File: src/rtl/tws_pkg.sv
package tws_pkg;

    typedef enum logic [1:0] {
        ST_IDLE = 2'd0,
        ST_CMD  = 2'd1,
        ST_READ = 2'd2,
        ST_HOLD = 2'd3
    } tws_state_e;

endpackage

File: src/rtl/tws_sync.sv
module tws_sync #(
    parameter int              WIDTH   = 3,
    parameter int              STAGES  = 2,
    parameter logic [WIDTH-1:0] RST_VAL = '0
) (
    input  logic             clk,
    input  logic             rst_n,
    input  logic [WIDTH-1:0] async_in,
    output logic [WIDTH-1:0] sync_out
);

    logic [STAGES-1:0][WIDTH-1:0] stage_q;

    always_ff @(posedge clk or negedge rst_n) begin
        if (!rst_n) begin
            stage_q <= {STAGES{RST_VAL}};
        end else begin
            stage_q <= {stage_q[STAGES-2:0], async_in};
        end
    end

    assign sync_out = stage_q[STAGES-1];

endmodule

File: src/rtl/tws_shift.sv
module tws_shift #(
    parameter int WORD_BITS = 16
) (
    input  logic                 clk,
    input  logic                 rst_n,
    input  logic                 load,
    input  logic                 shift_en,
    input  logic [WORD_BITS-1:0] par_in,
    output logic                 sdo
);

    logic [WORD_BITS-1:0] data_q;
    logic                 sdo_q;

    always_ff @(posedge clk or negedge rst_n) begin
        if (!rst_n) begin
            data_q <= '0;
            sdo_q  <= 1'b0;
        end else if (load) begin
            data_q <= par_in;
        end else if (shift_en) begin
            sdo_q  <= data_q[WORD_BITS-1];
            data_q <= {data_q[WORD_BITS-2:0], 1'b0};
        end
    end

    assign sdo = sdo_q;

    // the captured word only moves on a capture or a shift
    a_r4_word_frozen: assert property (@(posedge clk) disable iff (!rst_n)
        (!load && !shift_en) |=> $stable(data_q));

    // the output bit changes only on a shift
    a_r3_sdo_moves_on_shift: assert property (@(posedge clk) disable iff (!rst_n)
        !shift_en |=> $stable(sdo_q));

endmodule

File: src/rtl/tws_ctrl.sv
module tws_ctrl
    import tws_pkg::*;
#(
    parameter int FIELD_BITS = 4,
    parameter int WORD_BITS  = 16,
    parameter int READ_ADDR  = 9,
    parameter int READ_DATA  = 1
) (
    input  logic clk,
    input  logic rst_n,
    input  logic cs_act,
    input  logic sclk_rise,
    input  logic sclk_fall,
    input  logic din,
    output logic load,
    output logic shift_en,
    output logic oe
);

    localparam int CMD_BITS = 2 * FIELD_BITS;
    localparam int CNT_W    = $clog2(WORD_BITS + 1);
    localparam int IDX_W    = $clog2(CMD_BITS);
    localparam logic [CNT_W-1:0] LAST_CMD = CNT_W'(CMD_BITS - 1);
    localparam logic [CNT_W-1:0] LAST_BIT = CNT_W'(WORD_BITS);

    tws_state_e state_q, state_d;
    logic [CNT_W-1:0]    cnt_q;
    logic [CMD_BITS-1:0] cmd_q, cmd_next;
    logic                oe_q;
    logic                cmd_last, cmd_hit;

    always_comb begin
        cmd_next = cmd_q;
        cmd_next[cnt_q[IDX_W-1:0]] = din;
    end

    assign cmd_last = (state_q == ST_CMD) && cs_act && sclk_rise && (cnt_q == LAST_CMD);
    assign cmd_hit  = (cmd_next[FIELD_BITS-1:0] == FIELD_BITS'(READ_ADDR)) &&
                      (cmd_next[CMD_BITS-1:FIELD_BITS] == FIELD_BITS'(READ_DATA));
    assign load     = cmd_last && cmd_hit;
    assign shift_en = (state_q == ST_READ) && cs_act && sclk_fall && (cnt_q < LAST_BIT);

    // next-state logic
    always_comb begin
        state_d = state_q;
        unique case (state_q)
            ST_IDLE: if (cs_act) state_d = ST_CMD;
            ST_CMD: begin
                if (!cs_act)       state_d = ST_IDLE;
                else if (cmd_last) state_d = cmd_hit ? ST_READ : ST_HOLD;
            end
            ST_READ: begin
                if (!cs_act)                                  state_d = ST_IDLE;
                else if (sclk_fall && (cnt_q == LAST_BIT))    state_d = ST_HOLD;
            end
            ST_HOLD: if (!cs_act) state_d = ST_IDLE;
            default: state_d = ST_IDLE;
        endcase
    end

    // state register
    always_ff @(posedge clk or negedge rst_n) begin
        if (!rst_n) state_q <= ST_IDLE;
        else        state_q <= state_d;
    end

    // counter and command capture
    always_ff @(posedge clk or negedge rst_n) begin
        if (!rst_n) begin
            cnt_q <= '0;
            cmd_q <= '0;
        end else if (!cs_act || state_q == ST_IDLE) begin
            cnt_q <= '0;
            cmd_q <= '0;
        end else if (state_q == ST_CMD && sclk_rise) begin
            cmd_q <= cmd_next;
            cnt_q <= cmd_last ? '0 : cnt_q + 1'b1;
        end else if (shift_en) begin
            cnt_q <= cnt_q + 1'b1;
        end
    end

    // outputs
    always_ff @(posedge clk or negedge rst_n) begin
        if (!rst_n) begin
            oe_q <= 1'b0;
        end else if (!cs_act || state_q != ST_READ) begin
            oe_q <= 1'b0;
        end else if (sclk_fall) begin
            oe_q <= (cnt_q < LAST_BIT);
        end
    end

    assign oe = oe_q;

    // inactive select releases the line on the next cycle
    a_r8_release_on_deselect: assert property (@(posedge clk) disable iff (!rst_n)
        !cs_act |=> !oe_q);

    // drive only in the readout state
    a_r5_oe_in_read: assert property (@(posedge clk) disable iff (!rst_n)
        oe_q |-> (state_q == ST_READ));

    // enable only inside the sixteen bit window
    a_r5_oe_window: assert property (@(posedge clk) disable iff (!rst_n)
        oe_q |-> ((cnt_q >= CNT_W'(1)) && (cnt_q <= LAST_BIT)));

    // command counter stays inside the command
    a_r2_cmd_count: assert property (@(posedge clk) disable iff (!rst_n)
        (state_q == ST_CMD) |-> (cnt_q <= LAST_CMD));

    // the hold state never drives
    a_r9_hold_quiet: assert property (@(posedge clk) disable iff (!rst_n)
        (state_q == ST_HOLD) |-> !oe_q);

    // aborts always return to idle
    a_r7_abort_idle: assert property (@(posedge clk) disable iff (!rst_n)
        !cs_act |=> (state_q == ST_IDLE));

endmodule

File: src/rtl/tws_readout.sv
module tws_readout #(
    parameter int FIELD_BITS  = 4,
    parameter int WORD_BITS   = 16,
    parameter int SYNC_STAGES = 2,
    parameter int READ_ADDR   = 9,
    parameter int READ_DATA   = 1
) (
    input  logic                 clk,
    input  logic                 rst_n,
    input  logic                 cs_n,
    input  logic                 sclk,
    input  logic                 sdio_in,
    output logic                 sdio_out,
    output logic                 sdio_oe,
    input  logic [WORD_BITS-1:0] hold_word
);

    localparam int PIN_W = 3;

    logic [PIN_W-1:0] pins_sync;
    logic             cs_n_s, sclk_s, din_s;
    logic             sclk_prev_q;
    logic             sclk_rise, sclk_fall;
    logic             load, shift_en;

    tws_sync #(
        .WIDTH   (PIN_W),
        .STAGES  (SYNC_STAGES),
        .RST_VAL (3'b001)
    ) u_sync (
        .clk      (clk),
        .rst_n    (rst_n),
        .async_in ({sdio_in, sclk, cs_n}),
        .sync_out (pins_sync)
    );

    assign cs_n_s = pins_sync[0];
    assign sclk_s = pins_sync[1];
    assign din_s  = pins_sync[2];

    always_ff @(posedge clk or negedge rst_n) begin
        if (!rst_n) sclk_prev_q <= 1'b0;
        else        sclk_prev_q <= sclk_s;
    end

    assign sclk_rise = sclk_s & ~sclk_prev_q;
    assign sclk_fall = ~sclk_s & sclk_prev_q;

    tws_ctrl #(
        .FIELD_BITS (FIELD_BITS),
        .WORD_BITS  (WORD_BITS),
        .READ_ADDR  (READ_ADDR),
        .READ_DATA  (READ_DATA)
    ) u_ctrl (
        .clk       (clk),
        .rst_n     (rst_n),
        .cs_act    (~cs_n_s),
        .sclk_rise (sclk_rise),
        .sclk_fall (sclk_fall),
        .din       (din_s),
        .load      (load),
        .shift_en  (shift_en),
        .oe        (sdio_oe)
    );

    tws_shift #(
        .WORD_BITS (WORD_BITS)
    ) u_shift (
        .clk      (clk),
        .rst_n    (rst_n),
        .load     (load),
        .shift_en (shift_en),
        .par_in   (hold_word),
        .sdo      (sdio_out)
    );

endmodule

File: config.mk
export PLATFORM = sky130hd
export DESIGN_NAME = tws_readout
export DESIGN_NICKNAME = d
export VERILOG_FILES = /design/src/rtl/tws_pkg.sv /design/src/rtl/tws_sync.sv /design/src/rtl/tws_shift.sv /design/src/rtl/tws_ctrl.sv /design/src/rtl/tws_readout.sv
export SDC_FILE = /design/constraint.sdc
export NUM_CORES = 1
export LEC_CHECK = 0
export BUFFER_PORTS_ARGS = -buffer_cell sky130_fd_sc_hd__buf_2
export CAP_MARGIN = 20
export CORE_ASPECT_RATIO = 1.75
export CORE_MARGIN = 10
export CORE_UTILIZATION = 45
export CTS_CLUSTER_DIAMETER = 100
export DETAILED_ROUTE_END_ITERATION = 10
export SKIP_CTS_REPAIR_TIMING = 1
export SLEW_MARGIN = 5
export SYNTH_ARGS = -nofsm -noshare
export SYNTH_HDL_FRONTEND = slang
export SYNTH_SLANG_ARGS = --single-unit
File: constraint.sdc
create_clock -name clk -period 3 [get_ports clk]
set_clock_uncertainty 0.05 [all_clocks]
set_input_delay 0.15 -clock clk [delete_from_list [all_inputs] [get_ports clk]]
set_output_delay 0.15 -clock clk [all_outputs]
set_load 0.01 [all_outputs]
==> flow_summary.ini <==
[outcome]
status = finished, final reports clean

[sta]
setup_violations = 0
finalSetupTns_ns = 0
finalCriticalPeriod_ns = 2.54
fin_crit_sh = 0.847
slew_viol_final = 0
rsz0062_at_grt = false
fin_ws_ns = 0.459
clock.fmax_mhz = 394
worstMarginPinSlew_ns = 0.854
relSlewSlack = 0.431
finalHoldViolCount = 0

[place]
hpwlAfterDp_um = 3110
post-place-ws_ns = 0.474
gp_congestion = 0.831
io_buffers = 22

[critical_path]
crit_buf_inv = 0
worstPathRequired_ns = 3.12
cpPeakStageDelay_ns = 0.72
critPathKind = reg2reg
end_kind = flop
startpoint_type = flop
path_max_fanout = 21
crit_chain = ha_1 -> nor4bb_1 -> and3_1 -> a41oi_2 -> a221o_1
slowest_stage = dfrtp_1
crit_family = compound AO/OA/AOI/OAI gates
cp.arrival_ns = 2.66

[route]
drt_iter0_markers = 105
wl_per_cell_um = 16.9
ant_nets = 0
drc = 0
dr.pass1.iters = 4
viasPerCell = 5.90
num_vias = 1521
drt-total-wl_um = 4350

[global_route]
grt_overflow_total = 0
grt_max_degree = 41
gr-usage-all-layers = 0.120
antenna_found_initial = 0
first_global_vias = 1622
grt_pass1_wl_um = 7560

[logic_synthesis]
syn_area_mm2 = 0.00202
synth_top_flop_cell = dfrtp_1
synth_compound_area_frac = 0.205
synth_seq_cells = 40
ys_types = 45
synth_warnings = 0
synthMuxAreaShare = 0.0167
synth_xor_area_frac = 0.0130
synth-edff-count = 0
synth_fp_nets = 207
synth_fa_ha_area_frac = 0.0124
syn_area_per_cell_um2 = 11.0
async_reset_ff_frac = 1.00
synth_top_family_by_area = compound AO/OA/AOI/OAI gates
syn_inst = 184
yosysSeqAreaShare = 0.496
synth_simple_gate_area_frac = 0.198

[floorplan]
fp.dieW_um = 70.7
fp.dieH_um = 109
core_area_mm2 = 0.00436
die_area_mm2 = 0.00768
initial_core_util = 0.464
core.rowCount = 32
boundaryPins = 23

[cts]
root_buffer = clkbuf_8
worstSkewPairLatency_ns = 0.29
htree_num_levels = 2
cts_tree = built
cts_made_buffers = 5
cts.sinks = 40
ctsLongestPathBuffers = 2
cts.reportedPaths.clkPinSlew_ns = 0.08

[final_layout]
fin_nets = 229
fillers = 419
area_delta_synth_final_pct = 11.4
antenna_cells = 0
drive_gt1_frac = 0.203

[job]
maxCapViolCount = 0

[power_and_ir_drop]
powerDensity_mw_per_mm2 = 468
power_mw = 1.06
p_leak_nw = 1.05
vdd_drop_max_uv = 371

[min_path]
hold_path.class = in2reg
path summary, 6_finish.rpt:
| kind | start | endpoint | slack [ns] | cells after the start |
|---|---|---|---|---|
| worst max register to register | u_ctrl.cnt_q[1]$_DFFE_PN0P_ | u_shift.data_q[9]$_DFFE_PN0P_ | 0.46 | 5 |
| worst max-delay path | u_ctrl.cnt_q[1]$_DFFE_PN0P_ | u_shift.data_q[9]$_DFFE_PN0P_ | 0.46 | 5 |
| worst min-delay path | hold_word[10] | u_shift.data_q[10]$_DFFE_PN0P_ | 0.03 | 2 |
| min in group asynchronous | rst_n | u_ctrl.state_q[1]$_DFFE_PN0P_ | 0.45 | 2 |
| max in group asynchronous | rst_n | u_shift.data_q[5]$_DFFE_PN0P_ | 1.91 | 2 |
| worst min register to register | u_sync.stage_q[1]$_DFF_PN0_ | u_sync.sync_out[1]$_DFF_PN0_ | 0.30 | 0 |
metrics by stage:
stage | util | hold slack, ns | instance area (um^2) | instances
floorplan | - | -0.196 | 2020 | 184
global placement | 0.483 | 0.206 | 2110 | 246
detailed placement | 0.483 | 0.208 | 2110 | 246
CTS | 0.507 | -0.104 | 2210 | 254
global route | 0.517 | 0.0320 | 2250 | 258
finish | 0.517 | 0.0332 | 2250 | 258
state kept, by name (all words and copies together), names as in the netlist:
| name | cells |
|---|---|
| u_ctrl.cnt_q | 5 |
| u_sync.sync_out | 3 |
| u_shift.sdo | 1 |
| u_ctrl.cmd_q | 8 |
| u_ctrl.state_q | 2 |
| u_ctrl.oe | 1 |
| u_sync.stage_q | 3 |
| sclk_prev_q | 1 |
| u_shift.data_q | 16 |
where the power goes:
group | switching (mW) | internal, mW
clock | 0.180 | 0.247
sequential | 0.0158 | 0.548
combinational | 0.0349 | 0.0296
total | 0.231 | 0.824
synthesized netlist by cell type (3+ instances only):
master / count / area [um^2]
nor2_1: 15 / 56.3
o21ai_0: 10 / 50.1
nor3_1: 3 / 15.0
a22o_1: 5 / 43.8
clkbuf_1: 3 / 11.3
buf_2: 3 / 15.0
mux2_2: 3 / 33.8
buf_6: 5 / 56.3
o31ai_1: 4 / 30.0
nor3b_1: 3 / 22.5
a21oi_1: 4 / 20.0
xor2_1: 3 / 26.3
and2_1: 15 / 93.8
nor2b_1: 3 / 18.8
nand2b_1: 6 / 37.5
a221o_1: 15 / 150
nand2_1: 3 / 11.3
dfrtp_1: 38 / 951
inv_1: 4 / 15.0
and3_1: 5 / 31.3
cell type report:
| type | count | area, um^2 | share of cell area |
|---|---|---|---|
| tap | 51 | 63.8 | 0.0283 |
| sequential | 40 | 1000 | 0.445 |
| inverter | 4 | 15.0 | 0.00666 |
| clock inverter | 2 | 35.0 | 0.0155 |
| clock buffer | 6 | 72.6 | 0.0322 |
| multi-input combinational | 127 | 900 | 0.399 |
| timing repair buffer | 28 | 165 | 0.0733 |
metal layers:
| layer | wire length, um | GRT usage |
|---|---|---|
| met1 | 1820 | 0.129 |
| met2 | 2220 | 0.213 |
| met3 | 180 | 0.0318 |
| met4 | 124 | 0.0583 |
| met5 | 0 | 0 |
logic make-up after synthesis:
| family | after synthesis |
|---|---|
| compound gates | 51 |
| simple gates | 68 |
| flops | 40 |
| xor+xnor | 3 |
| fa+ha+maj | 2 |
| buf+inv | 17 |
| mux | 3 |
layout by cell type, fill, tap and decap left out, types with 2 or more instances in the layout:
cell type,count
buf_4,2
dfrtp_1,38
ha_1,2
nor4b_1,2
o31ai_1,4
and3_1,5
dfstp_2,2
nor3_1,3
dlygate4sd3_1,4
o21ai_0,10
inv_1,4
a22o_1,5
a221o_1,15
nand2_1,3
nand4_1,2
o21ai_1,2
o32a_1,2
nor3b_1,3
or2_2,2
nor2_1,15
a32o_1,2
buf_2,22
clkbuf_8,5
nor2b_1,3
xor2_1,3
a21oi_1,4
and2_1,15
mux2_2,3
nand3_1,2
nand2b_1,6
No activity file was read; power rests on OpenSTA's default activity.
